**config.mk**
```make
export PLATFORM = sky130hd
export DESIGN_NAME = mdio_cmd_master
export DESIGN_NICKNAME = d
export VERILOG_FILES = /design/src/rtl/mdio_pkg.sv /design/src/rtl/mdio_clk_div.sv /design/src/rtl/mdio_frame_engine.sv /design/src/rtl/mdio_cmd_master.sv
export SDC_FILE = /design/constraint.sdc
export NUM_CORES = 1
export LEC_CHECK = 0
export BUFFER_PORTS_ARGS = -buffer_cell sky130_fd_sc_hd__buf_2
export CAP_MARGIN = 20
export CORE_MARGIN = 8
export CORE_UTILIZATION = 60
export DETAILED_ROUTE_END_ITERATION = 7
export PLACE_DENSITY_LB_ADDON = 0.25
export SYNTH_ARGS = -nofsm -noshare
export SYNTH_HDL_FRONTEND = slang
export SYNTH_HIERARCHICAL = 1
export SYNTH_SLANG_ARGS = --single-unit
```
**constraint.sdc**
```tcl
create_clock -name clk -period 9.6 [get_ports clk]
set_input_delay 1.44 -clock clk [delete_from_list [all_inputs] [get_ports clk]]
set_output_delay 1.44 -clock clk [all_outputs]
set_load 0.1 [all_outputs]
```
**src/rtl/mdio_pkg.sv**
```systemverilog
package mdio_pkg;
  localparam int REG_W       = 32;
  localparam int DATA_W      = 16;
  localparam int ADDR_W      = 5;
  localparam int FRAME_BITS  = 64;
  localparam int CNT_W       = $clog2(FRAME_BITS);
  localparam int TA_FIRST    = 46;
  localparam int DATA_FIRST  = 48;
  localparam int F_RADDR_LO  = 16;
  localparam int F_PADDR_LO  = 21;
  localparam int F_READ      = 27;
  localparam int F_ENABLE    = 30;
  localparam int F_BUSY      = 31;

  typedef enum logic [1:0] {OP_WRITE = 2'b01, OP_READ = 2'b10} op_code_t;

  function automatic logic [FRAME_BITS-1:0] build_frame(
    input logic is_rd, input logic [ADDR_W-1:0] phy,
    input logic [ADDR_W-1:0] rg, input logic [DATA_W-1:0] wd);
    op_code_t op;
    op = is_rd ? OP_READ : OP_WRITE;
    return {32'hFFFF_FFFF, 2'b01, op, phy, rg, 2'b10,
            is_rd ? {DATA_W{1'b1}} : wd};
  endfunction
endpackage

```
**src/rtl/mdio_clk_div.sv**
```systemverilog
module mdio_clk_div #(
  parameter int DIV = 4
) (
  input  logic clk,
  input  logic rst_n,
  input  logic run,
  output logic mdc,
  output logic rise_ev,
  output logic fall_ev
);
  localparam int HALF = DIV / 2;
  localparam int CW   = (HALF > 1) ? $clog2(HALF) : 1;

  logic [CW-1:0] cnt_q, cnt_d;
  logic          mdc_q, mdc_d;
  logic          half_done;

  assign half_done = (cnt_q == CW'(HALF - 1));

  always_comb begin
    cnt_d = cnt_q;
    mdc_d = mdc_q;
    if (!run) begin
      cnt_d = '0;
      mdc_d = 1'b0;
    end else if (half_done) begin
      cnt_d = '0;
      mdc_d = ~mdc_q;
    end else begin
      cnt_d = cnt_q + CW'(1);
    end
  end

  always_ff @(posedge clk or negedge rst_n) begin
    if (!rst_n) begin
      cnt_q <= '0;
      mdc_q <= 1'b0;
    end else begin
      cnt_q <= cnt_d;
      mdc_q <= mdc_d;
    end
  end

  assign mdc     = mdc_q;
  assign rise_ev = run & half_done & ~mdc_q;
  assign fall_ev = run & half_done & mdc_q;

  assert_mdc_low_idle_R1: assert property (@(posedge clk) disable iff (!rst_n)
    !run |=> !mdc);
endmodule

```
**src/rtl/mdio_frame_engine.sv**
```systemverilog
module mdio_frame_engine
  import mdio_pkg::*;
(
  input  logic                  clk,
  input  logic                  rst_n,
  input  logic                  load,
  input  logic                  is_read,
  input  logic [FRAME_BITS-1:0] frame,
  input  logic                  rise_ev,
  input  logic                  fall_ev,
  input  logic                  mdio_i,
  output logic                  active,
  output logic                  done,
  output logic                  mdio_o,
  output logic                  mdio_oe,
  output logic [DATA_W-1:0]     rd_val
);
  logic                  act_q, act_d;
  logic                  done_q, done_d;
  logic                  rd_q, rd_d;
  logic [CNT_W-1:0]      bit_q, bit_d;
  logic [FRAME_BITS-1:0] sh_q, sh_d;
  logic [DATA_W-1:0]     cap_q, cap_d;
  logic                  cap_en, adv_en, last_bit;

  assign last_bit = (bit_q == CNT_W'(FRAME_BITS - 1));
  assign cap_en   = act_q & rise_ev & rd_q & (bit_q >= CNT_W'(DATA_FIRST));
  assign adv_en   = act_q & fall_ev;

  always_comb begin
    act_d  = act_q;
    done_d = 1'b0;
    rd_d   = rd_q;
    bit_d  = bit_q;
    sh_d   = sh_q;
    cap_d  = cap_q;
    if (load) begin
      act_d = 1'b1;
      rd_d  = is_read;
      bit_d = '0;
      sh_d  = frame;
      cap_d = '0;
    end else begin
      if (cap_en) cap_d = {cap_q[DATA_W-2:0], mdio_i};
      if (adv_en) begin
        if (last_bit) begin
          act_d  = 1'b0;
          done_d = 1'b1;
        end else begin
          bit_d = bit_q + CNT_W'(1);
          sh_d  = {sh_q[FRAME_BITS-2:0], 1'b1};
        end
      end
    end
  end

  always_ff @(posedge clk or negedge rst_n) begin
    if (!rst_n) begin
      act_q  <= 1'b0;
      done_q <= 1'b0;
      rd_q   <= 1'b0;
      bit_q  <= '0;
      sh_q   <= '0;
      cap_q  <= '0;
    end else begin
      act_q  <= act_d;
      done_q <= done_d;
      rd_q   <= rd_d;
      bit_q  <= bit_d;
      sh_q   <= sh_d;
      cap_q  <= cap_d;
    end
  end

  assign active  = act_q;
  assign done    = done_q;
  assign mdio_o  = sh_q[FRAME_BITS-1];
  assign mdio_oe = act_q & ~(rd_q & (bit_q >= CNT_W'(TA_FIRST)));
  assign rd_val  = cap_q;

  assert_drive_on_fall_R5: assert property (@(posedge clk) disable iff (!rst_n)
    act_q && !fall_ev |=> $stable(mdio_o));
  assert_end_after_fall_R3: assert property (@(posedge clk) disable iff (!rst_n)
    $fell(act_q) |-> $past(fall_ev) && done_q);
endmodule

```
**src/rtl/mdio_cmd_master.sv**
```systemverilog
module mdio_cmd_master
  import mdio_pkg::*;
#(
  parameter int CLK_DIV = 4,
  parameter int NUM_PHY = 5
) (
  input  logic        clk,
  input  logic        rst_n,
  input  logic        wr_en,
  input  logic [31:0] wr_data,
  output logic [31:0] rd_data,
  output logic        mdc,
  output logic        mdio_o,
  output logic        mdio_oe,
  input  logic        mdio_i
);
  logic                  rst_s1, rst_ns;
  logic [REG_W-1:0]      reg_q, reg_d;
  logic                  busy, accept, phy_ok, req, start;
  logic                  active, done, rise_ev, fall_ev;
  logic [DATA_W-1:0]     rd_val;
  logic [FRAME_BITS-1:0] frame;

  always_ff @(posedge clk or negedge rst_n) begin
    if (!rst_n) begin
      rst_s1 <= 1'b0;
      rst_ns <= 1'b0;
    end else begin
      rst_s1 <= 1'b1;
      rst_ns <= rst_s1;
    end
  end

  assign busy   = reg_q[F_BUSY];
  assign accept = wr_en & ~busy;
  assign phy_ok = (wr_data[F_PADDR_LO +: ADDR_W] < ADDR_W'(NUM_PHY));
  assign req    = accept & wr_data[F_BUSY];
  assign start  = req & wr_data[F_ENABLE] & phy_ok;
  assign frame  = build_frame(wr_data[F_READ], wr_data[F_PADDR_LO +: ADDR_W],
                              wr_data[F_RADDR_LO +: ADDR_W], wr_data[DATA_W-1:0]);

  always_comb begin
    reg_d = reg_q;
    if (accept) begin
      reg_d         = wr_data;
      reg_d[F_BUSY] = start;
      if (req && !phy_ok && wr_data[F_READ]) reg_d[DATA_W-1:0] = '1;
    end else if (done) begin
      reg_d[F_BUSY] = 1'b0;
      if (reg_q[F_READ]) reg_d[DATA_W-1:0] = rd_val;
    end
  end

  always_ff @(posedge clk or negedge rst_ns) begin
    if (!rst_ns) reg_q <= '0;
    else         reg_q <= reg_d;
  end

  assign rd_data = reg_q;

  mdio_clk_div #(.DIV(CLK_DIV)) u_div (
    .clk(clk), .rst_n(rst_ns), .run(active),
    .mdc(mdc), .rise_ev(rise_ev), .fall_ev(fall_ev));

  mdio_frame_engine u_eng (
    .clk(clk), .rst_n(rst_ns), .load(start), .is_read(wr_data[F_READ]),
    .frame(frame), .rise_ev(rise_ev), .fall_ev(fall_ev), .mdio_i(mdio_i),
    .active(active), .done(done), .mdio_o(mdio_o), .mdio_oe(mdio_oe),
    .rd_val(rd_val));

  assert_ignore_busy_R8: assert property (@(posedge clk) disable iff (!rst_ns)
    busy && wr_en && !done |=> $stable(rd_data));
  assert_bad_phy_R9: assert property (@(posedge clk) disable iff (!rst_ns)
    req && !phy_ok |=> !active && !rd_data[F_BUSY]);
  assert_no_enable_R10: assert property (@(posedge clk) disable iff (!rst_ns)
    req && !wr_data[F_ENABLE] |=> !active && !rd_data[F_BUSY]);
  assert_busy_hold_R7: assert property (@(posedge clk) disable iff (!rst_ns)
    busy && !done |=> busy);
  assert_start_R7: assert property (@(posedge clk) disable iff (!rst_ns)
    start |=> active && busy);
  assert_oe_in_txn_R6: assert property (@(posedge clk) disable iff (!rst_ns)
    mdio_oe |-> busy);
endmodule

```
==> results of run 1 <==
## flip-flops by register name, summed over array words and instances, names as in the netlist
name / flops
u_eng/bit_q: 6
u_div/mdc: 1
u_eng/sh_q: 64
u_eng/active: 1
u_eng/rd_val: 16
u_eng/rd_q: 1
rst_s1: 1
u_eng/done: 1
rd_data: 32
u_div/cnt_q: 1
rst_ns: 1
## power breakdown
| part | total (W) | leakage (nW) | internal [W] | switching [W] |
|---|---|---|---|---|
| Clock | 0.000670 | 0.309 | 0.000447 | 0.000223 |
| Sequential | 0.000889 | 1.51 | 0.000730 | 0.000159 |
| Combinational | 0.000868 | 1.43 | 0.000301 | 0.000567 |
| Total | 0.00243 | 3.25 | 0.00148 | 0.000950 |
## how the worst max path moves through the flow
stage / end / slack (ns) / cells past startpoint
after detailed placement: u_eng/rd_q / 4.91 / 6
after floorplan: rd_data[0] / 5.86 / 0
after global placement: u_eng/rd_q / 5.01 / 6
after global routing: u_eng/bit_q[3] / 5.11 / 7
after CTS: u_eng/rd_q / 5.34 / 6
final: u_eng/rd_q / 5.27 / 6
## cell usage after synthesis, types with 2 or more instances
library cell	instances	area [µm²]
nand3_1	161	806
dfrtp_1	125	3130
a21oi_1	86	430
nand2b_1	68	425
o31a_1	64	561
o2bb2ai_1	63	552
clkbuf_1	50	188
nand2_1	49	184
buf_2	36	180
nor3_1	23	115
o21ai_0	18	90.1
o31ai_1	16	120
or2_2	16	100
a21oi_2	10	87.6
nor3_2	10	100
buf_6	6	67.6
buf_4	5	37.5
inv_1	5	18.8
and2_1	4	25.0
a211oi_1	3	22.5
nor2_1	3	11.3
and3_1	2	12.5
conb_1	2	7.51
mux2_2	2	22.5
nand4_1	2	12.5
nor2b_1	2	12.5
nor3b_1	2	15.0
nor4_1	2	12.5
o21a_1	2	15.0
o21bai_1	2	15.0
## routing by layer
layer  part of all wire, %  up-vias
li1                      -     3169
met1                    42     3364
met2                    51      257
met3                   6.2       28
met4                   1.4        0
met5                     0        -
## area by class of cell
| cell class | instances | area share [%] |
|---|---|---|
| multi-input cells | 658 | 47.4 |
| flip-flops and latches | 125 | 37.1 |
| clock buffers | 25 | 6.11 |
| repair buffers | 82 | 5.31 |
| well taps | 172 | 2.55 |
| clock inverters | 6 | 1.24 |
| inverters | 5 | 0.222 |
## through the flow
stage                     setup slack (ns)  power [W]  hold slack [ns]  instances
after floorplan                       5.86    0.00159            0.331        888
after global placement                5.01    0.00172            0.346       1041
after detailed placement              4.91    0.00175            0.354       1041
after CTS                             5.34    0.00243            0.374       1072
after global routing                  5.11    0.00254            0.380       1073
final                                 5.27    0.00243            0.365       1073
## kinds of logic (layout without fill, tap and decap cells)
logic type	Yosys count	after routing	share of synthesized area, %
simple gates	349	349	25.0
buf+inv	105	118	6.88
xor+xnor	1	1	0.117
compound gates	267	267	25.6
fa+ha+maj	1	1	0.167
flops	125	125	41.7
mux	3	3	0.434
other cells	2	37	0.100
==> impl_metrics.py, run 1 <==
metrics = {
    "run_status": {
        "status": "completed",
    },
    "yosys": {
        "synth_edf_count": 0,
        "synth-seq-area-share_pct": 41.7,
        "synth_area_mm2": 0.00750,
        "synthCells": 853,
        "synthDistinctLibCells": 44,
        "ys_dominant_reg_cell": "dfrtp_1",
        "ys_seq_elements": 125,
        "async_flop_share_pct": 100,
        "avgSynthCellArea_um2": 8.79,
        "ys_warn_count": 6,
    },
    "setup_path": {
        "r2r_start": "rd_data[31]",
        "crit_path_start_kind": "input port",
        "cpPeakStageDelay_ns": 0.90,
        "critical_path.slowest_cell": "buf_4",
        "critPathLaunch": "wr_data[24]",
        "required_ns": 9.90,
        "crit_arrival_ns": 4.63,
        "r2r_end": "u_eng/rd_q",
        "critPathBufInv": 2,
        "worstPathCellList": "buf_2, or4b_1, nor2_1, and3_4, buf_4, mux2_2",
        "crit_type": "in -> reg",
        "r2r_slack_ns": 5.94,
        "ff2ff_path_depth": 5,
        "critPathTopFamily": "simple AND/OR/NAND/NOR gates",
        "worstPathMaxFanout": 111,
        "end_kind": "flip-flop",
    },
    "place": {
        "place.gp.congestion": 0.834,
        "dp_hpwl_mm": 10.8,
        "post_dp_cell_area_mm2": 0.00781,
        "port_buffers": 70,
    },
    "sta": {
        "setup_violations": 0,
        "fin_crit_sh_pct": 45.1,
        "skew_ns": 0.00452,
        "rsz0062_at_grt": "false",
        "fmax_mhz": 231,
        "min_period_ns": 4.33,
        "worst_slew_pin_slew_ns": 1.14,
        "relSlewSlack_pct": 23.8,
        "slew_violations": 0,
        "fin_tns_setup_ns": 0,
        "hold_violations": 0,
    },
    "detailed_routing": {
        "num_vias": 6818,
        "drcViolationCount": 0,
        "viasPerCell": 6.35,
        "finalWirelength_mm": 19.1,
        "ant_nets": 0,
        "first_pass_iters": 5,
        "wl_per_cell_um": 17.8,
        "drtIter0Drc": 1041,
    },
    "finish": {
        "multi_input_area_mm2": 0.00401,
        "fin_util_pct": 68.0,
        "nFillCells": 1031,
        "seq_area_mm2": 0.00313,
        "layout.nets": 926,
        "synthToLayoutAreaGrowth_pct": 12.6,
        "fin_area_mm2": 0.00844,
        "antenna_cells": 0,
        "most-common-layout-cells": "nand3_1 (160), dfrtp_1 (122), a21oi_1 (86), buf_2 (70), nand2b_1 (68)",
        "final_common_cell": "nand3_1",
        "drive_above_1_share_pct": 17.9,
    },
    "floorplanning": {
        "die_x_um": 128,
        "coreArea_mm2": 0.0124,
        "fp-row-count": 41,
        "start_util_pct": 60.4,
        "io_pins": 71,
        "die_area_mm2": 0.0163,
        "die-height_um": 128,
    },
    "clock_network": {
        "htree_levels": 4,
        "cts_tree": "done",
        "cts_hold_buffers": 0,
        "clk_path_buf_depth": 2,
        "cts-root-buf": "clkbuf_16",
        "clk-insertion-delay-late_ns": 0.41,
        "post_cts_buffers": 0,
        "cts_resized": 0,
        "path_clk_slew_ns": 0.05,
        "clock_sinks": 125,
        "cts_inserted_buffers": 17,
    },
    "global_route": {
        "grt-busiest-layer": "met2",
        "grt_max_degree": 112,
        "grtUsageMet2_pct": 39.4,
        "grtUsageMet3_pct": 5.74,
        "grt.total_usage_pct": 24.0,
        "grtUsageMet1_pct": 30.4,
        "antenna_found_initial": 0,
        "grt_overflow": 0,
        "grt_pass1_vias": 6711,
        "grt_pass1_wl_mm": 32.4,
    },
    "power_and_ir_drop": {
        "p_per_area_mw_per_mm2": 288,
        "power_leakage_nw": 3.25,
        "peakVddDrop_v": 0.000205,
    },
    "flow_run": {
        "max_cap_viol_count": 0,
    },
    "hold_path": {
        "holdPathEnd": "rst_ns",
        "min_from": "rst_s1",
        "hold_class": "reg -> reg",
        "whs_path_depth": 0,
    },
}
No activity file was read; power rests on OpenSTA's default activity.
==> inputs of run 2 (changes only) <==
--- a/config.mk
+++ b/config.mk
@@ -8,7 +8,7 @@
 export BUFFER_PORTS_ARGS = -buffer_cell sky130_fd_sc_hd__buf_2
 export CAP_MARGIN = 20
 export CORE_MARGIN = 8
-export CORE_UTILIZATION = 60
+export CORE_UTILIZATION = 54
 export DETAILED_ROUTE_END_ITERATION = 7
 export PLACE_DENSITY_LB_ADDON = 0.25
 export SYNTH_ARGS = -nofsm -noshare
==> constraint.sdc (replaced) <==
create_clock -name clk -period 3.77 [get_ports clk]
set_input_delay 0.5655 -clock clk [delete_from_list [all_inputs] [get_ports clk]]
set_output_delay 0.5655 -clock clk [all_outputs]
set_load 0.1 [all_outputs]
==> run 2 against run 1 <==
Global-route usage decreased by 1.6 points; clock skew is 0.0019 ns higher; clock power is 140% higher; largest cell class unchanged.
==> impl_metrics.py, run 2 (synthesis gave the netlist of run 1 again) <==
metrics = {
    "sta": {
        "worst_slew_pin_slew_ns": 0.888,
        "fin_tns_setup_ns": 0,
        "min_period_ns": 2.68,
        "hold_violations": 0,
        "fmax_mhz": 373,
        "slew_violations": 0,
        "rsz0062_at_grt": "false",
        "fin_crit_sh_pct": 71.1,
        "relSlewSlack_pct": 40.8,
        "skew_ns": 0.00639,
        "setup_violations": 0,
    },
    "global_route": {
        "grt.total_usage_pct": 22.3,
        "antenna_found_initial": 0,
        "grtUsageMet1_pct": 28.2,
        "grtUsageMet2_pct": 36.6,
        "grt_pass1_wl_mm": 33.4,
        "grtUsageMet3_pct": 4.38,
        "grt_pass1_vias": 6836,
        "grt-busiest-layer": "met2",
        "grt_max_degree": 89,
        "grt_overflow": 0,
    },
    "clock_network": {
        "cts_resized": 0,
        "cts_hold_buffers": 1,
        "clk_path_buf_depth": 2,
        "htree_levels": 4,
        "clk-insertion-delay-late_ns": 0.42,
        "clock_sinks": 125,
        "cts_tree": "done",
        "path_clk_slew_ns": 0.06,
        "cts-root-buf": "clkbuf_16",
        "post_cts_buffers": 0,
        "cts_inserted_buffers": 17,
    },
    "detailed_routing": {
        "first_pass_iters": 5,
        "finalWirelength_mm": 20.0,
        "ant_nets": 0,
        "num_vias": 6905,
        "drcViolationCount": 0,
        "drtIter0Drc": 683,
        "wl_per_cell_um": 18.4,
        "viasPerCell": 6.35,
    },
    "setup_path": {
        "worstPathMaxFanout": 88,
        "required_ns": 4.07,
        "crit_path_start_kind": "flip-flop",
        "crit_arrival_ns": 2.98,
        "end_kind": "flip-flop",
        "crit_type": "reg -> reg",
    },
    "place": {
        "place.gp.congestion": 0.804,
        "dp_hpwl_mm": 11.4,
        "port_buffers": 70,
        "post_dp_cell_area_mm2": 0.00787,
    },
    "floorplanning": {
        "die_area_mm2": 0.0179,
        "die_x_um": 134,
        "die-height_um": 134,
        "start_util_pct": 54.6,
        "coreArea_mm2": 0.0137,
        "io_pins": 71,
        "fp-row-count": 43,
    },
    "power_and_ir_drop": {
        "p_per_area_mw_per_mm2": 720,
        "power_leakage_nw": 3.26,
        "peakVddDrop_v": 0.000501,
    },
    "finish": {
        "layout.nets": 932,
        "drive_above_1_share_pct": 18.6,
        "fin_area_mm2": 0.00851,
        "antenna_cells": 0,
        "largest_register_ffs": 64,
        "most-common-layout-cells": "nand3_1 (160), dfrtp_1 (122), a21oi_1 (86), buf_2 (70), nand2b_1 (68)",
        "synthToLayoutAreaGrowth_pct": 13.5,
        "final_common_cell": "nand3_1",
        "largest_register": "u_eng/sh_q",
        "fin_util_pct": 62.0,
    },
    "flow_run": {
        "max_cap_viol_count": 0,
    },
    "run_status": {
        "status": "completed",
    },
    "hold_path": {
        "hold_class": "in -> reg",
    },
}
run 2: cell types whose count changed in the layout (fill, tap and decap cells not counted):
cell / change
buf_12: +2
buf_16: +1
buf_4: +2
bufinv_16: -1
clkbuf_1: -2
clkbuf_8: -5
clkinv_2: +1
clkinv_4: +3
clkinvlp_4: +4
dlygate4sd3_1: +1
inv_6: +1
run 2: final cells by class:
cell class | instances | area [µm²]
multi-input combinational | 658 | 4010
tap | 180 | 225
inverter | 5 | 18.8
fill | 1178 | 5210
clock buffer | 18 | 439
timing repair buffer | 88 | 541
clock inverter | 14 | 145
sequential | 125 | 3130
run 2: per-stage QoR:
stage | power [W] | setup slack (ns) | hold slack, ns | cells
final | 0.00613 | 1.09 | 0.345 | 1088
after global routing | 0.00641 | 0.953 | 0.357 | 1088
after CTS | 0.00613 | 1.10 | 0.336 | 1086
after detailed placement | 0.00450 | 0.888 | 0.340 | 1053
after global placement | 0.00440 | 0.971 | 0.339 | 1053
after floorplan | 0.00405 | 0.0296 | 0.270 | 888
run 2: worst max-delay path: stages, from the launching register on:
cell	delay (ns)
dfrtp_1	0.42
or4b_1	0.54
buf_4	0.23
nor2_1	0.17
and3_4	0.55
buf_12	0.39
nand2b_1	0.11
o31a_1	0.11
run 2: final timing paths:
| path | startpoint | endpoint | slack [ns] | depth (start not counted) |
|---|---|---|---|---|
| max reg2reg | rd_data[31] | u_eng/sh_q[31] | 1.09 | 7 |
| max | rd_data[31] | u_eng/sh_q[31] | 1.09 | 7 |
| min in group asynchronous | rst_ns | u_eng/bit_q[4] | 0.45 | 0 |
| min | wr_data[28] | rd_data[28] | 0.35 | 3 |
| min reg2reg | rst_s1 | rst_ns | 0.37 | 0 |
| max in group asynchronous | rst_ns | u_eng/sh_q[52] | 2.34 | 1 |
run 2: per-layer routing:
metal	vias to the layer above	wire, µm
li1	3187	-
met1	3423	8680
met2	262	9940
met3	33	993
met4	0	411
met5	-	0
run 2: report_power, final:
group / internal [W] / switching, W
logic: 0.000780 / 0.00143
registers: 0.00186 / 0.000440
clock network: 0.000988 / 0.000629
total: 0.00363 / 0.00250
